## config.mk

```make
export PLATFORM = sky130hd
export DESIGN_NAME = vpw_frame_ctrl
export DESIGN_NICKNAME = d
export VERILOG_FILES = /design/src/rtl/vpw_chk_pkg.sv /design/src/rtl/vpw_frame_ctrl.sv
export SDC_FILE = /design/constraint.sdc
export NUM_CORES = 1
export LEC_CHECK = 0
export BUFFER_PORTS_ARGS = -buffer_cell sky130_fd_sc_hd__buf_2
export CAP_MARGIN = 25
export CORE_UTILIZATION = 35
export DETAILED_ROUTE_END_ITERATION = 12
export PLACE_DENSITY_LB_ADDON = 0.15
export SETUP_SLACK_MARGIN = 0.15
export SYNTH_ARGS = -nofsm -noshare
export SYNTH_HDL_FRONTEND = slang
export SYNTH_SLANG_ARGS = --single-unit
```

## constraint.sdc

```tcl
create_clock -name clk -period 4.25 [get_ports clk]
set_input_delay 0.2125 -clock clk [delete_from_list [all_inputs] [get_ports clk]]
set_output_delay 0.2125 -clock clk [all_outputs]
set_load 0.005 [all_outputs]
```

## src/rtl/vpw_chk_pkg.sv

```systemverilog
// Shared symbol codes and controller states for the VPW frame checker.
// Assumes the symbol decoder uses the 3-bit code set listed here.
package vpw_chk_pkg;
    typedef enum logic [2:0] {
        SYM_SOF  = 3'd0,
        SYM_BIT0 = 3'd1,
        SYM_BIT1 = 3'd2,
        SYM_EOD  = 3'd3,
        SYM_EOF  = 3'd4,
        SYM_NB   = 3'd5,
        SYM_BRK  = 3'd6,
        SYM_RSV  = 3'd7
    } sym_e;

    typedef enum logic [2:0] {
        FS_IDLE = 3'd0,   // waiting for start of frame
        FS_DATA = 3'd1,   // data bits expected
        FS_EOD1 = 3'd2,   // after first end of data
        FS_EOD2 = 3'd3,   // after second end of data, end of frame required
        FS_LOCK = 3'd4    // receiver disabled until end of frame
    } fstate_e;
endpackage

```

## src/rtl/vpw_frame_ctrl.sv

```systemverilog
// Frame grammar controller. It decides which symbols are legal, accepts
// data bits, triggers CRC checks, and reports one error per frame.
// Assumes the symbol decoder delivers at most one symbol per cycle.
module vpw_frame_ctrl
    import vpw_chk_pkg::*;
#(
    parameter int           BYTE_W      = 8,
    parameter int           MAX_BYTES   = 12,
    parameter int           CRC_W       = 8,
    parameter logic [CRC_W-1:0] CRC_RESIDUE = 8'hC4
) (
    input  logic                      clk,
    input  logic                      rst_n,
    input  logic                      sym_valid,
    input  logic [2:0]                sym_code,
    input  logic                      len_unlimited,
    input  logic                      quiet_mode,
    input  logic                      tx_active,
    input  logic [$clog2(BYTE_W)-1:0] bit_cnt,
    input  logic [CRC_W-1:0]          crc,
    output logic                      bit_accept,
    output logic                      bit_val,
    output logic                      seg_start,
    output logic                      crc_err,
    output logic                      inv_frame,
    output logic                      rx_disabled
);
    localparam int BC_W = $clog2(MAX_BYTES + 2);
    localparam logic [BC_W-1:0] BC_MAX = BC_W'(MAX_BYTES);
    localparam logic [BC_W-1:0] BC_SAT = BC_W'(MAX_BYTES + 1);
    localparam logic [$clog2(BYTE_W)-1:0] LAST_BIT = $clog2(BYTE_W)'(BYTE_W - 1);

    fstate_e        st, nxt;
    sym_e           sym;
    logic           in_resp, seg_has, resp_start;
    logic [BC_W-1:0] byte_cnt;
    logic           bad_inv, bad_crc, report, is_bit, byte_end;

    assign sym      = sym_e'(sym_code);
    assign is_bit   = (sym == SYM_BIT0) || (sym == SYM_BIT1);
    assign bit_val  = (sym == SYM_BIT1);
    assign report   = !(quiet_mode && !tx_active);
    assign byte_end = bit_accept && (bit_cnt == LAST_BIT);

    // Next state and per-symbol verdict.
    always_comb begin
        nxt        = st;
        bit_accept = 1'b0;
        seg_start  = 1'b0;
        resp_start = 1'b0;
        bad_inv    = 1'b0;
        bad_crc    = 1'b0;
        if (sym_valid && sym != SYM_RSV) begin
            if (sym == SYM_EOF) begin
                nxt = FS_IDLE;
            end else if (sym == SYM_BRK) begin
                nxt = FS_LOCK;
            end else begin
                case (st)
                    FS_IDLE: begin
                        if (sym == SYM_SOF) begin
                            nxt       = FS_DATA;
                            seg_start = 1'b1;
                        end else if (is_bit) begin
                            bad_inv = 1'b1;
                        end
                    end
                    FS_DATA: begin
                        if (is_bit) begin
                            if (!len_unlimited && byte_cnt >= BC_MAX && bit_cnt == '0)
                                bad_inv = 1'b1;
                            else
                                bit_accept = 1'b1;
                        end else if (sym == SYM_SOF || sym == SYM_NB) begin
                            bad_inv = 1'b1;
                        end else if (sym == SYM_EOD) begin
                            if (bit_cnt != '0 || !seg_has) begin
                                bad_inv = 1'b1;
                            end else begin
                                bad_crc = (crc != CRC_RESIDUE);
                                nxt     = in_resp ? FS_EOD2 : FS_EOD1;
                            end
                        end
                    end
                    FS_EOD1: begin
                        if (sym == SYM_NB) begin
                            nxt        = FS_DATA;
                            seg_start  = 1'b1;
                            resp_start = 1'b1;
                        end else if (sym == SYM_EOD) begin
                            nxt = FS_EOD2;
                        end else begin
                            bad_inv = 1'b1;
                        end
                    end
                    FS_EOD2: bad_inv = 1'b1;
                    default: ;
                endcase
                if (bad_inv || bad_crc) nxt = FS_LOCK;
            end
        end
    end

    // State and frame bookkeeping registers.
    always_ff @(posedge clk) begin
        if (!rst_n) begin
            st       <= FS_IDLE;
            in_resp  <= 1'b0;
            seg_has  <= 1'b0;
            byte_cnt <= '0;
        end else begin
            st <= nxt;
            if (seg_start) begin
                in_resp <= resp_start;
                seg_has <= 1'b0;
            end else if (byte_end) begin
                seg_has <= 1'b1;
            end
            if (seg_start && !resp_start)
                byte_cnt <= '0;
            else if (byte_end && byte_cnt != BC_SAT)
                byte_cnt <= byte_cnt + 1'b1;
        end
    end

    // Error pulses, gated by the quiet-mode rule.
    always_ff @(posedge clk) begin
        if (!rst_n) begin
            crc_err   <= 1'b0;
            inv_frame <= 1'b0;
        end else begin
            crc_err   <= bad_crc && report;
            inv_frame <= bad_inv && report;
        end
    end

    assign rx_disabled = (st == FS_LOCK);
endmodule

```

Word-level counts from Yosys, hierarchy flattened
Index checks and enable logic that the tools add are counted.
Widths: inputs -> output; s select.
- mux-type cells: 55
- bitwise logic cells: 1
- equality and inequality tests: 20
- reductions and logical operators: 26
- multipliers: 0
- div/mod/pow operators: 0
- shift operators: 0
- add/sub/neg operators: 1
- magnitude comparators: 1
- operator list (kind ; number):
    $mux 1 ; 42
    $mux 3 ; 10
    $ne 5x5->1 const B ; 5
    $eq 3x3->1 const B ; 5
    $eq 3x2->1 const B ; 4
    $logic_and 1x1->1 ; 9
    $logic_not 3->1 ; 3
    $pmux 3 s3 ; 1
    $ne 8x8->1 const B ; 1
    $reduce_and 8->1 ; 1
    $eq 3x1->1 const B ; 2
    $ne 6x6->1 const B ; 1
    $reduce_bool 6->1 ; 1
    $logic_not 1->1 ; 5
    $add 4x1->4 const B ; 1
    $ge 4x4->1 const B ; 1
    $logic_or 1x1->1 ; 4
    $ne 4x4->1 const B ; 1
    $pmux 1 s4 ; 1
    $reduce_or 2->1 ; 2
    $ne 3x3->1 const B ; 1
    $reduce_bool 3->1 ; 1
    $pmux 1 s2 ; 1
    $not 1->1 ; 1
- flip-flop bits (word level): 11
- memory bits (writable): 0
- memories: 0
- memory bits (read-only): 0
- output and inout bits: 6
- latch bits: 0
- logic and storage cells: 110

Longest topological paths before layout
Gate-level depths: netlist (run 1).
- depth in word-level cells: 14
- gate-level depth with buffers: 8
- depth with buffers taken out: 8

Least setup slack after synthesis (run 1)
No wires, ideal clock.
- kind: register to register
- from: register st[2]
- to: register st[2]
- slack: 2.471 ns
- clock period less this slack: 1.779 ns
- library setup time: 0.060 ns
- data required time: 4.190 ns
- cell stages (with the launch flop): 8
- data arrival time: 1.719 ns
- buffers on the path: 1
- cell sequence: dfxtp_1 > buf_6 > or4b_1 > a2111o_1 > nand2_1 > a311oi_2 > o21bai_1 > o311a_1
- word-level cells in the longest chain between the ends: 9
- elaborated cells on any way between the ends: 25
- RTL lines (what ; line ; RTL):
    start, declared ; vpw_frame_ctrl.sv:33 ; fstate_e st, nxt;
    start signal, assigned ; vpw_frame_ctrl.sv:112 ; st <= nxt;
    parallel branches: the longest is 9 deep, another holds $reduce_and 8->1 ; - ;
Parallel ways; which one is timed is not known. The select of a mux whose other input is x is not followed.
A chain may end at the register's enable or synchronous reset.

Final worst setup path (run 1)
- from: register st[0]
- to: register st[2]
The elaborated chain is that of the path after synthesis.

==> metrics.yaml, run 1 <==
cts:
  clk_pin_slew_ps: 80
  cts-root-buf: "clkbuf_4"
  ctsHoldBuffers: 0
  cts_resized: 0
  clk_path_buf_depth: 2
  cts_buffers: 3
  cts_tree: "done"
  post_cts_buffers: 0
  clk_latency_ps: 270
  htree_num_levels: 1
  clkSinkCount: 11
timing:
  max_freq_mhz: 495
  hold_viol: 0
  finalSetupTns_ps: 0
  fin_skew_ps: 10.4
  worst_pin_slew_ps: 647
  maxSlewHeadroom: 0.564
  min_period_ps: 2020
  period_share: 0.475
  grt_setup_unrepaired: "no"
  slew_viol_final: 0
  setup_viol: 0
final_layout:
  seqCellArea_um2: 220
  nets: 156
  fill_cells: 233
  final_cell_mix: "25 x buf_2, 14 x nor2_1, 11 x dfxtp_1"
  stdcell_area_um2: 1010
  final_common_cell: "buf_2"
  syn2layout_area_growth_pct: 16.7
  drive_gt1_frac: 0.233
  antenna_cells: 0
  multi_input_area_um2: 587
placed_design:
  gp_congestion: 0.826
  placed_area_um2: 986
  numPortBuffers: 25
  place_hpwl_um: 1600
die:
  floorplan.die.width_um: 51.8
  num_rows: 17
  dieArea_um2: 2680
  start_util: 0.381
  num_io_pins: 26
  die_y_um: 51.8
  coreArea_um2: 2280
worst_hold_path:
  hold_end: "st[2]$_SDFFE_PN0P_"
  hp-class: "primary input to register"
  hold_path_startpoint: "rst_n"
  holdPathStages: 2
routing:
  wirelength_um: 2120
  viasPerCell: 5.61
  first_pass_iters: 4
  wl_per_cell_um: 13.1
  drcViolationCount: 0
  vias: 903
  drt-initial-drc-count: 25
  ant_nets: 0
global_routing:
  grt_pass1_wl_um: 3880
  grt_overflow_total: 0
  antenna_found_initial: 0
  track_usage: 0.191
  grt_pass1_vias: 846
  grt_max_degree: 18
critical_path:
  cp-end-kind: "register"
  rr_endpoint: "st[2]$_SDFFE_PN0P_"
  cp_max_fo: 15
  crit_type: "register to register"
  r2r-start: "st[0]$_SDFFE_PN0P_"
  worstPathRequired_ps: 4470
  startpoint: "st[0]$_SDFFE_PN0P_"
  reg2regPathDepth: 6
  start_kind: "register"
  crit_arrival_ps: 2240
  r2r_slack_ps: 2230
synth:
  yosysTopAreaCellShare: 0.254
  syn_area_um2: 867
  ys.flop_type: "dfxtp_1"
  syn_area_per_cell_um2: 7.81
  synth.distinct_cells: 46
  yosysSeqAreaShare: 0.254
  synth_nets: 133
  synth_edf_count: 0
  ys_top_cells_by_area: "dfxtp_1 25%, nor2_1 6.1%, o21ai_0 4.0%, nand2_1 3.9%, ha_1 2.9%"
  ys_async_sr_fraction: 0
  ys_ff_latch: 11
  synthCells: 111
  synth_top_area_cell: "dfxtp_1"
  synth_warnings: 0
job:
  cap_violations: 0
run_status:
  status: "complete, no violations"
power_and_ir_drop:
  power_density_nw_per_um2: 226
  irDropWorstVdd_mv: 0.117
  leakagePower_nw: 0.405
[logic make-up after synthesis]
family,after synthesis,synth area share
multiplexers,1,0.0115
XOR/XNOR,4,0.0404
AND/OR/NAND/NOR,51,0.335
flip-flops,11,0.254
adder cells (fa/ha/maj),2,0.0289
AO/OA/AOI/OAI,30,0.261
buffers and inverters,12,0.0693
[flip-flops by register name, summed over array words and instances, names as in the netlist]
signal     flops
byte_cnt       4
crc_err        1
in_resp        1
inv_frame      1
seg_has        1
st             3
[synthesized netlist by cell type, types with 2 or more instances]
master,instances
and2_1,2
nand3_1,2
or4b_1,2
inv_1,5
nor3_1,4
nor4b_1,2
nor2_1,14
clkbuf_1,5
nand4_1,2
buf_6,2
a21oi_1,2
xor2_1,2
nand2_1,9
a2111o_1,2
dfxtp_1,11
and3_1,2
ha_1,2
nand2b_1,4
o21ai_0,7
a31oi_1,3
xnor2_1,2
[critical path: stages (launching register included)]
cell and delay [ps]:
dfxtp_1 600, or4b_1 480, a2111o_1 410, nand2_1 90
a311oi_2 50, o21bai_1 160, o311a_1 170
[stage by stage]
step / power (mW) / worst slack [ps] / instances / utilization / hold slack, ps
final: 0.228 / 2230 / 161 / 0.445 / 235
after global routing: 0.247 / 2080 / 161 / 0.445 / 227
after floorplan: 0.141 / 2470 / 111 / - / 341
after global placement: 0.156 / 2170 / 157 / 0.433 / 476
after CTS: 0.231 / 2240 / 161 / 0.445 / 226
after detailed placement: 0.157 / 2170 / 157 / 0.433 / 485
[metal layers]
metal,global-route usage,share of wire
met1,0.264,0.48
met2,0.294,0.44
met3,0.0380,0.074
met4,0.0631,0.0057
met5,0,0
[worst max-delay path by stage]
stage                          endpoint  slack, ps  depth (start not counted)
4_1_cts              st[2]$_SDFFE_PN0P_       2240                          6
3_3_place_gp   byte_cnt[3]$_SDFFE_PP0P_       2170                          7
6_report             st[2]$_SDFFE_PN0P_       2230                          6
3_5_place_dp   byte_cnt[3]$_SDFFE_PP0P_       2170                          7
2_1_floorplan        st[2]$_SDFFE_PN0P_       2470                          7
5_1_grt                      bit_accept       2080                          4
[layout make-up]
type	instances	area share
flip-flops and latches	11	0.218
clock buffers	4	0.0260
inverters	5	0.0185
repair buffers	25	0.124
well taps	28	0.0346
multi-input cells	88	0.580
[power by group]
part | switching [mW] | leakage (nW) | internal, mW
Clock | 0.0377 | 0.0150 | 0.0363
Combinational | 0.0263 | 0.301 | 0.0200
Sequential | 0.00361 | 0.0888 | 0.105
Total | 0.0676 | 0.405 | 0.161
Note: power is estimated with default switching activity, not from simulation.
==> run 2, diff against run 1 <==
clock period = 1.6 ns   (was 4.25 ns; I/O delays follow)
==> run 2 against run 1 <==
  * The run now ends with setup timing left
  * Die area did not move
  * Critical path depth unchanged
  * Core utilization is 13 points higher
  * Combinational power grew to 3.8 times the previous value
  * Clock-buffer cell count did not move
  * Largest power group unchanged
==> metrics.yaml, run 2 (synthesis gave the netlist of run 1 again) <==
run_status:
  status: "finished, violations left"
  violations: "setup timing"
die:
  die_y_um: 51.8
  floorplan.die.width_um: 51.8
  dieArea_um2: 2680
  num_io_pins: 26
  num_rows: 17
  coreArea_um2: 2280
  start_util: 0.381
global_routing:
  track_usage: 0.207
  grt_overflow_total: 0
  grt_pass1_wl_um: 4130
  grt_max_degree: 14
  antenna_found_initial: 0
  grt_pass1_vias: 994
placed_design:
  place_hpwl_um: 1920
  gp_congestion: 0.862
  numPortBuffers: 25
  place_ws_ps: -174
final_layout:
  top_register: "byte_cnt"
  antenna_cells: 0
  final_common_cell: "buf_2"
  fin_util: 0.577
  syn2layout_area_growth_pct: 51.4
  largest_reg_flops: 4
  final_cell_mix: "25 x buf_2, 23 x buf_4, 11 x nor2_1"
  reg_top3: "byte_cnt: 4 flops, st: 3 flops"
  nets: 181
  drive_gt1_frac: 0.494
timing:
  layout_setup_ws_ps: -165
  setup_viol: 4
  grt_setup_unrepaired: "yes"
  min_period_ps: 1770
  maxSlewHeadroom: 0.711
  fin_skew_ps: 0.772
  finalSetupTns_ps: -475
  worst_pin_slew_ps: 429
  period_share: 1.10
  slew_viol_final: 0
  hold_viol: 0
  max_freq_mhz: 567
power_and_ir_drop:
  clkPwrFrac: 0.306
  switchingPower_mw: 0.202
  power_density_nw_per_um2: 505
  p_sw_frac: 0.305
  p_comb_frac: 0.267
  irDropWorstVdd_mv: 0.410
  seq_power_share: 0.427
  finalPower_mw: 0.663
  leakagePower_nw: 0.549
  p_int_mw: 0.461
routing:
  wl_per_cell_um: 13.9
  ant_nets: 0
  wirelength_um: 2590
  viasPerCell: 5.55
  drt-initial-drc-count: 15
  vias: 1033
  drcViolationCount: 0
  first_pass_iters: 4
job:
  cap_violations: 0
critical_path:
  timing.critical_path.buf_inv: 0
  crit_slowest_cell: "or4_4"
  cp-end-kind: "register"
  worstPathCellList: "or4_4 > o22ai_2 > nor2_1 > o41ai_1 > o21ai_1 > a31o_1"
  crit_type: "register to register"
  crit_arrival_ps: 1940
  cp_slowest_stage_delay_ps: 430
  worst_path_dominant_cell_family: "compound AO/OA/AOI/OAI gates"
  worstPathRequired_ps: 1770
  start_kind: "register"
  cp_max_fo: 5
cts:
  htree_num_levels: 1
  clk_latency_ps: 280
  clkSinkCount: 11
  cts_tree: "done"
  clk_path_buf_depth: 2
  ctsHoldBuffers: 0
  cts-root-buf: "clkbuf_4"
  cts_buffers: 3
  clk_pin_slew_ps: 80
worst_hold_path:
  hp-class: "primary input to register"
run 2: cell count changes in the layout (fill, tap and decap cells not counted), moves of 2 or more:
| cell | previous run | this run |
|---|---|---|
| buf_4 | 0 | 23 |
| dfxtp_1 | 11 | 6 |
| dfxtp_2 | 0 | 5 |
| nor2_1 | 14 | 11 |
| nor2_4 | 0 | 2 |
| nor3_1 | 4 | 2 |
| o21ai_0 | 7 | 5 |
| or4b_1 | 2 | 0 |
| or4b_4 | 0 | 2 |
run 2: final cells by class:
type	instances	area [µm²]
clock buffer	4	26.3
fill	210	963
inverter	5	18.8
multi-input combinational	88	677
sequential	11	226
tap	28	35.0
timing repair buffer	50	329
run 2: timing repair:
item,CTS,global route
resized for setup,18,13
pin swaps,5,10
setup buffers,4,3
setup endpoints to repair,12,12
run 2: metal layers:
metal	vias to the layer above	routed length, µm	GRT usage
met2	22	1330	0.381
met4	0	13	0.0405
li1	513	-	-
met1	495	1130	0.234
met3	3	112	0.0585
met5	-	0	0
run 2: power by group through the flow:
stage / Sequential, mW / Clock (mW) / Combinational, mW
floorplan: 0.286 / 0 / 0.0889
global placement: 0.289 / 0 / 0.158
detailed placement: 0.289 / 0 / 0.161
CTS: 0.283 / 0.205 / 0.164
global route: 0.283 / 0.227 / 0.192
finish: 0.283 / 0.203 / 0.177
run 2: path summary, 6_finish.rpt:
path	startpoint	end	slack, ps	depth (start not counted)
worst max register to register	st[0]$_SDFFE_PN0P_	st[0]$_SDFFE_PN0P_	-170	6
worst min-delay path	rst_n	st[2]$_SDFFE_PN0P_	110	2
worst max-delay path	st[0]$_SDFFE_PN0P_	st[0]$_SDFFE_PN0P_	-170	6
worst min register to register	in_resp$_SDFFE_PN0P_	in_resp$_SDFFE_PN0P_	500	2
run 2: metrics by stage:
step           cells  hold slack, ps  area, µm²
6_report         186             109       1310
5_1_grt          186             101       1310
4_1_cts          183             104       1240
3_5_place_dp     175             401       1120
3_3_place_gp     175             396       1120
2_1_floorplan    111             208        871
==> run 3, diff against run 2 <==
SKIP_CTS_REPAIR_TIMING = 1   (was default)
==> run 3 against run 2 <==
  * The flow still finishes with violations (setup timing)
  * Clock power is 2% lower
  * Routed wire length down 4.9%
  * Sequential share of layout area rose by 0.59 points
  * Setup slack improved by 26 ps
  * Sequential power about the same
  * Register-to-register slack better by 30 ps
==> metrics.yaml, run 3 (synthesis gave the netlist of run 1 again) <==
cts:
  clk_path_buf_depth: 2
  cts-root-buf: "clkbuf_4"
  cts_buffers: 3
  clk_pin_slew_ps: 70
  htree_num_levels: 1
  clk_latency_ps: 270
  cts_tree: "done"
  clkSinkCount: 11
global_routing:
  track_usage: 0.198
  grt_max_degree: 14
  grt_pass1_vias: 954
  grt_overflow_total: 0
  antenna_found_initial: 0
  grt_pass1_wl_um: 3970
worst_hold_path:
  hold_path_startpoint: "rst_n"
  hp-class: "primary input to register"
final_layout:
  drive_gt1_frac: 0.474
  top_register: "byte_cnt"
  stdcell_area_um2: 1280
  reg_top3: "byte_cnt: 4 flops, st: 3 flops"
  syn2layout_area_growth_pct: 47.2
  final_common_cell: "buf_2"
  largest_reg_flops: 4
  antenna_cells: 0
  nets: 179
  final_cell_mix: "25 x buf_2, 21 x buf_4, 13 x nor2_1"
critical_path:
  crit_arrival_ps: 1960
  cp-end-kind: "register"
  worstPathCellList: "or4b_4 > a2111o_1 > nand2_1 > a311oi_2 > o21bai_1 > o311a_1"
  start_kind: "register"
  cp_slowest_stage_delay_ps: 530
  crit_slowest_cell: "or4b_4"
  r2r-start: "st[1]$_SDFFE_PN0P_"
  timing.critical_path.buf_inv: 0
  worst_path_dominant_cell_family: "compound AO/OA/AOI/OAI gates"
  crit_type: "register to register"
  cp_max_fo: 4
  worstPathRequired_ps: 1820
  startpoint: "st[1]$_SDFFE_PN0P_"
run_status:
  violations: "setup timing"
  status: "finished, violations left"
timing:
  period_share: 1.09
  grt_setup_unrepaired: "yes"
  maxSlewHeadroom: 0.710
  min_period_ps: 1740
  layout_setup_ws_ps: -139
  max_freq_mhz: 575
  slew_viol_final: 0
  worst_pin_slew_ps: 431
  fin_skew_ps: 0.761
  setup_viol: 4
  hold_viol: 0
  hold_ws_ps: 101
job:
  cap_violations: 0
power_and_ir_drop:
  seq_power_share: 0.430
  power_density_nw_per_um2: 516
  leakagePower_nw: 0.546
  switchingPower_mw: 0.198
  irDropWorstVdd_mv: 0.340
  clkPwrFrac: 0.302
  p_comb_frac: 0.268
  p_int_mw: 0.461
  p_sw_frac: 0.300
  finalPower_mw: 0.659
routing:
  ant_nets: 0
  wl_per_cell_um: 13.4
  viasPerCell: 5.51
  drcViolationCount: 0
  drt-initial-drc-count: 13
  first_pass_iters: 4
  wirelength_um: 2460
  vias: 1013
die:
  coreArea_um2: 2280
  die_y_um: 51.8
  floorplan.die.width_um: 51.8
  num_io_pins: 26
  dieArea_um2: 2680
  start_util: 0.381
  num_rows: 17
placed_design:
  placed_area_um2: 1120
  numPortBuffers: 25
  gp_congestion: 0.862
  place_hpwl_um: 1920
run 3: per-layer routing:
metal / share of wire / global-route usage / up-vias
met5: 0 / 0 / -
met4: 0.0053 / 0.0405 / 0
met3: 0.051 / 0.0585 / 3
met2: 0.49 / 0.353 / 31
met1: 0.45 / 0.232 / 475
li1: - / - / 504
run 3: power by group through the flow:
stage                     sequential [mW]  clock, mW  combinational (mW)
after floorplan                     0.286          0              0.0889
after global placement              0.289          0               0.158
after detailed placement            0.289          0               0.161
after CTS                           0.282      0.205               0.161
after global routing                0.284      0.225               0.192
final                               0.283      0.199               0.177
run 3: worst paths after layout:
| kind | depth (start not counted) | slack, ps | endpoint |
|---|---|---|---|
| max | 6 | -140 | st[2]$_SDFFE_PN0P_ |
| min | 2 | 100 | st[2]$_SDFFE_PN0P_ |
| max reg2reg | 6 | -140 | st[2]$_SDFFE_PN0P_ |
| min reg2reg | 2 | 500 | in_resp$_SDFFE_PN0P_ |
run 3: cell type report:
type | instances | area (µm²)
Clock buffer | 4 | 26.3
Fill cell | 217 | 1000
Inverter | 5 | 18.8
Multi-Input combinational cell | 88 | 663
Sequential cell | 11 | 228
Tap cell | 28 | 35.0
Timing Repair Buffer | 48 | 305
run 3: metrics by stage:
step / setup slack, ps / TNS [ps] / instances / util
floorplan: -18.3 / -47.2 / 111 / -
global placement: -107 / -360 / 175 / 0.494
detailed placement: -174 / -532 / 175 / 0.494
CTS: -208 / -686 / 179 / 0.506
global route: -186 / -757 / 184 / 0.561
finish: -139 / -386 / 184 / 0.561
